<file path="config.mk">
export PLATFORM = sky130hd
export DESIGN_NAME = fsk_dtmf_tone_gen
export DESIGN_NICKNAME = d
export VERILOG_FILES = /design/src/rtl/tone_gen_pkg.sv /design/src/rtl/tone_freq_sel.sv /design/src/rtl/tone_phase_acc.sv /design/src/rtl/tone_sine_lut.sv /design/src/rtl/tone_atten.sv /design/src/rtl/fsk_dtmf_tone_gen.sv
export SDC_FILE = /design/constraint.sdc
export NUM_CORES = 1
export LEC_CHECK = 0
export BUFFER_PORTS_ARGS = -buffer_cell sky130_fd_sc_hd__buf_2
export CORE_ASPECT_RATIO = 1.25
export CORE_MARGIN = 3
export CORE_UTILIZATION = 57
export CTS_CLUSTER_DIAMETER = 150
export CTS_CLUSTER_SIZE = 10
export DETAILED_ROUTE_END_ITERATION = 6
export GPL_TIMING_DRIVEN = 0
export PLACE_DENSITY = 0.73
export SYNTH_ARGS = -nofsm -noshare
export SYNTH_HDL_FRONTEND = slang
export SYNTH_HIERARCHICAL = 1
export SYNTH_SLANG_ARGS = --single-unit
</file>
<file path="constraint.sdc">
create_clock -name clk -period 19.1 [get_ports clk]
set_clock_uncertainty 0.15 [all_clocks]
set_input_delay 4.775 -clock clk [delete_from_list [all_inputs] [get_ports clk]]
set_output_delay 4.775 -clock clk [all_outputs]
set_load 0.005 [all_outputs]
</file>
<file path="src/rtl/tone_gen_pkg.sv">
// Package: shared mode encoding, tone frequency list and constant helpers
// for the tone synthesizer. All functions are used at elaboration time.
package tone_gen_pkg;

    typedef enum logic [2:0] {
        MODE_IDLE   = 3'd0,
        MODE_FSK300 = 3'd1,
        MODE_FSK1K2 = 3'd2,
        MODE_KEYPAD = 3'd3,
        MODE_SINGLE = 3'd4,
        MODE_ANSWER = 3'd5
    } tone_mode_e;

    localparam real PI_R = 3.14159265358979323846;

    // Index 0..3 keypad rows, 4..7 keypad columns, then the FSK carriers.
    localparam int NUM_TONES = 14;
    localparam int TONE_HZ [NUM_TONES] = '{697, 770, 852, 941,
                                           1209, 1336, 1477, 1633,
                                           980, 1180, 1650, 1850,
                                           1300, 2100};
    localparam int IX_ORG_MARK  = 8;
    localparam int IX_ORG_SPACE = 9;
    localparam int IX_ANS_MARK  = 10;
    localparam int IX_ANS_SPACE = 11;
    localparam int IX_HI_MARK   = 12;
    localparam int IX_HI_SPACE  = 13;
    localparam int IX_ANSWER    = 13;

    // Phase step for a tone: round(f * 2^pw * div / clk).
    function automatic longint phase_step(longint f_hz, longint clk_hz,
                                          longint div, int pw);
        return ((f_hz << pw) * div + clk_hz / 2) / clk_hz;
    endfunction

    // Keypad code to row number (0..3).
    function automatic logic [1:0] key_row(logic [3:0] code);
        case (code)
            4'd1, 4'd2, 4'd3, 4'd13:  return 2'd0;
            4'd4, 4'd5, 4'd6, 4'd14:  return 2'd1;
            4'd7, 4'd8, 4'd9, 4'd15:  return 2'd2;
            default:                  return 2'd3;
        endcase
    endfunction

    // Keypad code to column number (0..3).
    function automatic logic [1:0] key_col(logic [3:0] code);
        case (code)
            4'd1, 4'd4, 4'd7, 4'd11:  return 2'd0;
            4'd2, 4'd5, 4'd8, 4'd10:  return 2'd1;
            4'd3, 4'd6, 4'd9, 4'd12:  return 2'd2;
            default:                  return 2'd3;
        endcase
    endfunction

endpackage

</file>
<file path="src/rtl/tone_freq_sel.sv">
// Frequency selector: decodes mode, channel, data bit and keypad code
// into the phase steps of the two voices and their enables.
// Assumes the step table fits PHASE_W bits (tones below half the sample rate).
module tone_freq_sel
    import tone_gen_pkg::*;
#(
    parameter int CLK_HZ     = 3579545,
    parameter int SAMPLE_DIV = 448,
    parameter int PHASE_W    = 24
) (
    input  logic [2:0]         mode_i,
    input  logic               chan_i,
    input  logic               txd_i,
    input  logic [3:0]         code_i,
    output logic [PHASE_W-1:0] step_a_o,
    output logic [PHASE_W-1:0] step_b_o,
    output logic               use_a_o,
    output logic               use_b_o
);

    localparam int ROM_N = 2 ** $clog2(NUM_TONES);
    localparam int SEL_W = $clog2(ROM_N);

    logic [PHASE_W-1:0] step_rom [ROM_N];
    logic [SEL_W-1:0]   sel_a;
    logic [SEL_W-1:0]   sel_b;

    // Step table computed from the frequency list; padding entries are zero.
    for (genvar g = 0; g < ROM_N; g++) begin : g_step
        if (g < NUM_TONES) begin : g_tone
            localparam longint STEP = phase_step(longint'(TONE_HZ[g]),
                                                 longint'(CLK_HZ),
                                                 longint'(SAMPLE_DIV), PHASE_W);
            assign step_rom[g] = STEP[PHASE_W-1:0];
        end else begin : g_pad
            assign step_rom[g] = '0;
        end
    end

    // Pick the tone index of each voice from the requested job.
    always_comb begin
        sel_a   = '0;
        sel_b   = '0;
        use_a_o = 1'b0;
        use_b_o = 1'b0;
        case (tone_mode_e'(mode_i))
            MODE_FSK300: begin
                use_a_o = 1'b1;
                if (chan_i) sel_a = SEL_W'(txd_i ? IX_ANS_MARK : IX_ANS_SPACE);
                else        sel_a = SEL_W'(txd_i ? IX_ORG_MARK : IX_ORG_SPACE);
            end
            MODE_FSK1K2: begin
                use_a_o = 1'b1;
                sel_a   = SEL_W'(txd_i ? IX_HI_MARK : IX_HI_SPACE);
            end
            MODE_ANSWER: begin
                use_a_o = 1'b1;
                sel_a   = SEL_W'(IX_ANSWER);
            end
            MODE_KEYPAD: begin
                use_a_o = 1'b1;
                use_b_o = 1'b1;
                sel_a   = SEL_W'(key_row(code_i));
                sel_b   = SEL_W'(4 + int'(key_col(code_i)));
            end
            MODE_SINGLE: begin
                use_a_o = 1'b1;
                sel_a   = SEL_W'(code_i[2:0]);
            end
            default: ;
        endcase
    end

    assign step_a_o = use_a_o ? step_rom[sel_a] : '0;
    assign step_b_o = use_b_o ? step_rom[sel_b] : '0;

endmodule

</file>
<file path="src/rtl/tone_phase_acc.sv">
// Phase accumulator of one voice: clears on request, otherwise adds its
// step on each sample tick and wraps modulo 2^PHASE_W.
module tone_phase_acc #(
    parameter int PHASE_W = 24
) (
    input  logic               clk,
    input  logic               rst_n,
    input  logic               clr_i,
    input  logic               adv_i,
    input  logic [PHASE_W-1:0] step_i,
    output logic [PHASE_W-1:0] phase_o
);

    // Clear has priority over the tick advance.
    always_ff @(posedge clk) begin
        if (!rst_n || clr_i) phase_o <= '0;
        else if (adv_i)      phase_o <= phase_o + step_i;
    end

endmodule

</file>
<file path="src/rtl/tone_sine_lut.sv">
// Quarter-wave sine lookup: maps a phase to a signed tone value whose peak
// is 2^(SAMPLE_W-2)-1, so two voices can be summed without overflow.
// The table is sampled at half-index offsets, making the mirror exact.
module tone_sine_lut
    import tone_gen_pkg::*;
#(
    parameter int PHASE_W  = 24,
    parameter int LUT_BITS = 6,
    parameter int SAMPLE_W = 16
) (
    input  logic [PHASE_W-1:0]         phase_i,
    output logic signed [SAMPLE_W-1:0] tone_o
);

    localparam int N     = 2 ** LUT_BITS;
    localparam int AMP   = 2 ** (SAMPLE_W - 2) - 1;
    localparam int MAG_W = SAMPLE_W - 1;

    logic [MAG_W-1:0]    quarter [N];
    logic [1:0]          quad;
    logic [LUT_BITS-1:0] idx_raw;
    logic [LUT_BITS-1:0] idx;
    logic [MAG_W-1:0]    mag;

    // Quarter-wave magnitudes computed at elaboration.
    for (genvar g = 0; g < N; g++) begin : g_quarter
        localparam real ANG = (real'(g) + 0.5) * PI_R / (2.0 * real'(N));
        localparam int  MAG = $rtoi(real'(AMP) * $sin(ANG) + 0.5);
        assign quarter[g] = MAG_W'(MAG);
    end

    assign quad    = phase_i[PHASE_W-1 -: 2];
    assign idx_raw = LUT_BITS'(phase_i >> (PHASE_W - 2 - LUT_BITS));
    assign idx     = quad[0] ? ~idx_raw : idx_raw;
    assign mag     = quarter[idx];
    assign tone_o  = quad[1] ? -$signed({1'b0, mag}) : $signed({1'b0, mag});

endmodule

</file>
<file path="src/rtl/tone_atten.sv">
// Output stage: sums the enabled voices, applies the 1 dB-step gain
// (Q1.15, floor of the product) and registers the sample.
// Assumes each voice peaks at 2^(SAMPLE_W-2)-1.
module tone_atten #(
    parameter int SAMPLE_W = 16
) (
    input  logic                       clk,
    input  logic                       rst_n,
    input  logic signed [SAMPLE_W-1:0] tone_a_i,
    input  logic signed [SAMPLE_W-1:0] tone_b_i,
    input  logic                       use_a_i,
    input  logic                       use_b_i,
    input  logic [3:0]                 atten_i,
    output logic signed [SAMPLE_W-1:0] sample_o
);

    localparam int GAIN_N = 16;
    localparam int PROD_W = SAMPLE_W + 15;

    logic signed [15:0]         gain_rom [GAIN_N];
    logic signed [SAMPLE_W-1:0] part_a;
    logic signed [SAMPLE_W-1:0] part_b;
    logic signed [SAMPLE_W-1:0] sum;
    logic signed [PROD_W-1:0]   prod;

    // Gain per dB step, rounded and held below unity.
    for (genvar g = 0; g < GAIN_N; g++) begin : g_gain
        localparam real GR = 32768.0 * (10.0 ** (-real'(g) / 20.0));
        localparam int  GI = $rtoi(GR + 0.5);
        localparam int  GS = (GI > 32767) ? 32767 : GI;
        assign gain_rom[g] = 16'(GS);
    end

    assign part_a = use_a_i ? tone_a_i : '0;
    assign part_b = use_b_i ? tone_b_i : '0;
    assign sum    = part_a + part_b;
    assign prod   = PROD_W'(sum) * PROD_W'(gain_rom[atten_i]);

    // Register the scaled sample.
    always_ff @(posedge clk) begin
        if (!rst_n) sample_o <= '0;
        else        sample_o <= SAMPLE_W'(prod >>> 15);
    end

endmodule

</file>
<file path="src/rtl/fsk_dtmf_tone_gen.sv">
// Top of the tone synthesizer: sample-rate divider, mode register that
// restarts the phases on a job change, two voices built by generate, and
// the attenuating output stage. Inputs are assumed synchronous to clk.
module fsk_dtmf_tone_gen
    import tone_gen_pkg::*;
#(
    parameter int CLK_HZ     = 3579545,
    parameter int SAMPLE_DIV = 448,
    parameter int PHASE_W    = 24,
    parameter int LUT_BITS   = 6,
    parameter int SAMPLE_W   = 16
) (
    input  logic                       clk,
    input  logic                       rst_n,
    input  logic [2:0]                 mode_i,
    input  logic                       chan_i,
    input  logic                       txd_i,
    input  logic [3:0]                 code_i,
    input  logic [3:0]                 atten_i,
    output logic signed [SAMPLE_W-1:0] sample_o
);

    localparam int CNT_W   = $clog2(SAMPLE_DIV);
    localparam int NVOICES = 2;

    logic [CNT_W-1:0]           cnt_q;
    logic                       tick;
    logic [2:0]                 mode_q;
    logic                       mode_change;
    logic [PHASE_W-1:0]         step_v  [NVOICES];
    logic                       use_v   [NVOICES];
    logic [PHASE_W-1:0]         phase_v [NVOICES];
    logic signed [SAMPLE_W-1:0] tone_v  [NVOICES];

    assign tick        = (cnt_q == CNT_W'(SAMPLE_DIV - 1));
    assign mode_change = (mode_i != mode_q);

    // Sample-rate divider: one tick every SAMPLE_DIV clocks.
    always_ff @(posedge clk) begin
        if (!rst_n || tick) cnt_q <= '0;
        else                cnt_q <= cnt_q + 1'b1;
    end

    // Remember the previous job to detect a switch.
    always_ff @(posedge clk) begin
        if (!rst_n) mode_q <= MODE_IDLE;
        else        mode_q <= mode_i;
    end

    tone_freq_sel #(
        .CLK_HZ     (CLK_HZ),
        .SAMPLE_DIV (SAMPLE_DIV),
        .PHASE_W    (PHASE_W)
    ) u_sel (
        .mode_i   (mode_i),
        .chan_i   (chan_i),
        .txd_i    (txd_i),
        .code_i   (code_i),
        .step_a_o (step_v[0]),
        .step_b_o (step_v[1]),
        .use_a_o  (use_v[0]),
        .use_b_o  (use_v[1])
    );

    for (genvar v = 0; v < NVOICES; v++) begin : g_voice
        tone_phase_acc #(.PHASE_W(PHASE_W)) u_acc (
            .clk     (clk),
            .rst_n   (rst_n),
            .clr_i   (mode_change),
            .adv_i   (tick),
            .step_i  (step_v[v]),
            .phase_o (phase_v[v])
        );
        tone_sine_lut #(
            .PHASE_W  (PHASE_W),
            .LUT_BITS (LUT_BITS),
            .SAMPLE_W (SAMPLE_W)
        ) u_lut (
            .phase_i (phase_v[v]),
            .tone_o  (tone_v[v])
        );
    end

    tone_atten #(.SAMPLE_W(SAMPLE_W)) u_out (
        .clk      (clk),
        .rst_n    (rst_n),
        .tone_a_i (tone_v[0]),
        .tone_b_i (tone_v[1]),
        .use_a_i  (use_v[0]),
        .use_b_i  (use_v[1]),
        .atten_i  (atten_i),
        .sample_o (sample_o)
    );

endmodule

</file>
==> flow_metrics.env <==
export IMPL_synth_enable_flop_cells=0
export IMPL_ys_seq_area_share_pct=6.66
export IMPL_core_mm2=0.0393
export IMPL_cp_slowest_cell="xnor2_1"
export IMPL_required_ns=19.22
export IMPL_synth_area_leaders="fa_1 21%, ha_1 10%, dfxtp_1 6.7%, inv_1 5.5%, nand2_1 4.6%"
export IMPL_end_kind="register"
export IMPL_fp_dieW_um=185
export IMPL_finalSetupTns_ns=0
export IMPL_violations="design-rule violations, max-capacitance violations, max-slew violations"
export IMPL_diodes=0
export IMPL_synth_top_area_share_pct=20.8
export IMPL_cp_slowest_stage_delay_ns=0.86
export IMPL_power_density_mw_per_mm2=37.4
export IMPL_path_clk_slew_ns=0.06
export IMPL_power_frac_comb_pct=60.3
export IMPL_initial_core_util_pct=58.1
export IMPL_rows=81
export IMPL_seqPwrFrac_pct=18.9
export IMPL_rsz0062_at_grt="false"
export IMPL_fmax_ghz=0.0628
export IMPL_cts_root_buf="clkbuf_16"
export IMPL_first_global_vias=23800
export IMPL_finalWirelength_mm=83.3
export IMPL_dp_hpwl_mm=65.2
export IMPL_synthCells=2984
export IMPL_vias_per_cell=6.64
export IMPL_post_drt_wl_per_cell_um=23.6
export IMPL_vias=23400
export IMPL_syn_area_mm2=0.0228
export IMPL_cp_max_fo=18
export IMPL_cts_buffers=9
export IMPL_final_max_slew_viol_count=3
export IMPL_grt_pass1_wl_mm=129
export IMPL_fin_crit_sh_pct=83.4
export IMPL_sw_frac_of_total_pct=47.5
export IMPL_syn_to_final_growth_pct=4.71
export IMPL_p_total_mw=0.894
export IMPL_h_tree_depth=3
export IMPL_path_class="input pin to register"
export IMPL_dr_first_iter_drc_count=2351
export IMPL_crit_top_cell="fa_1"
export IMPL_status="complete, but fails checks"
export IMPL_start_kind="input pin"
export IMPL_dr_pass1_iters=7
export IMPL_cts_path_max_buffers=2
export IMPL_yosysUniqueCellTypes=113
export IMPL_fillCellCount=3496
export IMPL_max_cap_violations=1
export IMPL_worst_pin_slew_ns=1.57
export IMPL_ctsHoldBuffers=0
export IMPL_ant_nets=0
export IMPL_grt_use_total_pct=38.7
export IMPL_synth_top_area_cell="fa_1"
export IMPL_cts_resized=0
export IMPL_hold_viol=0
export IMPL_peakVddDrop_mv=0.0594
export IMPL_antenna_found_initial=2
export IMPL_gp_congestion=1.09
export IMPL_nNetsFinal=3464
export IMPL_setup_violations=0
export IMPL_yosysWarnings=6
export IMPL_cts_sinks=76
export IMPL_avgSynthCellArea_um2=7.65
export IMPL_p_leak_nw=11.0
export IMPL_cts_setup_buffers=0
export IMPL_die_area_mm2=0.0425
export IMPL_hold_slack_ns=0.329
export IMPL_async_flop_share_pct=0
export IMPL_holdCritPathClass="register to register"
export IMPL_power_internal_mw=0.469
export IMPL_drive_above_1_share_pct=8.55
export IMPL_drc=18
export IMPL_power_frac_clock_pct=20.8
export IMPL_grt_max_degree=19
export IMPL_grt_overflow_total=0
export IMPL_tritoncts="yes"
export IMPL_die_h_um=230
export IMPL_cp_arrival_ns=16.05
export IMPL_synth_seq_cells=76
export IMPL_max_slew_margin_pct=-5.71
export IMPL_ys_flop_type="dfxtp_1"
export IMPL_period_minus_slack_ns=15.93
export IMPL_clock_latency_ns=0.39
export IMPL_port_buffers=28
export IMPL_io_pins=31
export IMPL_switching_power_mw=0.425
worst max-delay path, delay by kind of cell:
kind	cells	cell delay, ns
XOR/XNOR	1	0.86
AND/OR/NAND/NOR	10	2.31
buffers and inverters	8	1.50
AO/OA/AOI/OAI	10	2.44
adder cells (fa/ha/maj)	9	4.11
power groups by stage:
stage	sequential, mW	clock [mW]	combinational, mW
3_3_place_gp	0.172	0	0.501
3_5_place_dp	0.172	0	0.526
4_1_cts	0.169	0.191	0.531
5_1_grt	0.170	0.195	0.610
2_1_floorplan	0.173	0	0.374
6_report	0.169	0.186	0.539
worst paths after layout:
path         cells after the start                          from                      endpoint  slack [ns]
min reg2reg                      2  g_voice[0].u_acc/phase_o[11]  g_voice[0].u_acc/phase_o[11]        0.33
max reg2reg                     45  g_voice[1].u_acc/phase_o[22]            u_out/sample_o[14]        5.00
max                             38                     mode_i[2]             u_out/sample_o[8]        3.17
min                              2  g_voice[0].u_acc/phase_o[11]  g_voice[0].u_acc/phase_o[11]        0.33
registers in the layout, indices dropped and copies added (netlist names):
name / cells
g_voice.u_acc/phase_o: 48
u_out/sample_o: 16
cnt_q: 9
mode_q: 3
synthesized netlist by cell type (13+ instances only):
library cell  instances
inv_1               337
nand2_1             281
nor2_1              263
fa_1                237
ha_1                186
a21oi_1             176
o21ai_0             164
clkbuf_1             76
dfxtp_1              76
xnor2_1              76
buf_2                69
nand2b_1             64
and2_1               63
nand3_1              52
xor2_1               50
a21o_1               49
nor3_1               46
mux2i_1              40
a211oi_1             30
nor2b_1              28
and3_1               27
o22ai_1              27
nand4_1              26
buf_4                25
a31oi_1              24
o211ai_1             22
o21a_1               22
or2_2                22
and3b_1              18
o21bai_1             18
o2111ai_1            17
o31ai_1              15
a22oi_1              14
o21ai_1              13
final cells by class:
type	instances	area, um2	area share [%]
Tap cell	498	623	2.61
Multi-Input combinational cell	2372	19000	79.5
Sequential cell	76	1520	6.36
Inverter	346	1300	5.43
Clock buffer	10	229	0.958
Buffer	193	1020	4.28
Timing Repair Buffer	28	140	0.586
Clock inverter	6	71.3	0.298
layer usage:
layer  vias up  track usage [%]  part of all wire (%)
li1      10300                -                     -
met1     11100             42.9                    34
met2      1531             64.8                    47
met3       491             8.69                   9.4
met4         2             28.1                   8.7
met5         -                0                 0.013
metrics by stage:
stage,instances,utilization (%),cell area [um2],setup slack [ns]
after floorplan,2987,-,22800,5.55
after global placement,3513,60.0,23600,3.50
after detailed placement,3513,60.0,23600,3.28
after CTS,3529,60.8,23900,3.68
after global routing,3529,60.8,23900,2.72
final,3529,60.8,23900,3.17
cells in the final DEF, fill, tap and decap left out, types with 13 or more instances in the layout:
cell,instances
a21oi_1,176
nor2_1,263
a22oi_1,14
nand2b_1,64
o22ai_1,27
xnor2_1,76
clkbuf_1,77
nor2b_1,28
and3b_1,18
a211oi_1,30
or2_2,22
and2_1,63
o21ai_0,164
dfxtp_1,76
o2111ai_1,17
buf_2,97
o21ai_1,13
a21o_1,49
buf_4,25
nand4_1,26
o31ai_1,15
and3_1,27
nor3_1,46
inv_1,337
fa_1,237
xor2_1,50
nand3_1,52
a31oi_1,24
mux2i_1,40
o21bai_1,18
o211ai_1,22
o21a_1,22
nand2_1,281
ha_1,186
cell families after synthesis:
group           share of synthesized area, %
simple gates                            21.9
compound gates                          23.3
buf+inv                                 10.2
fa+ha+maj                               31.0
xor+xnor                                4.83
flops                                   6.66
mux                                     2.15
other cells                           0.0164
No activity file was read; power rests on OpenSTA's default activity.
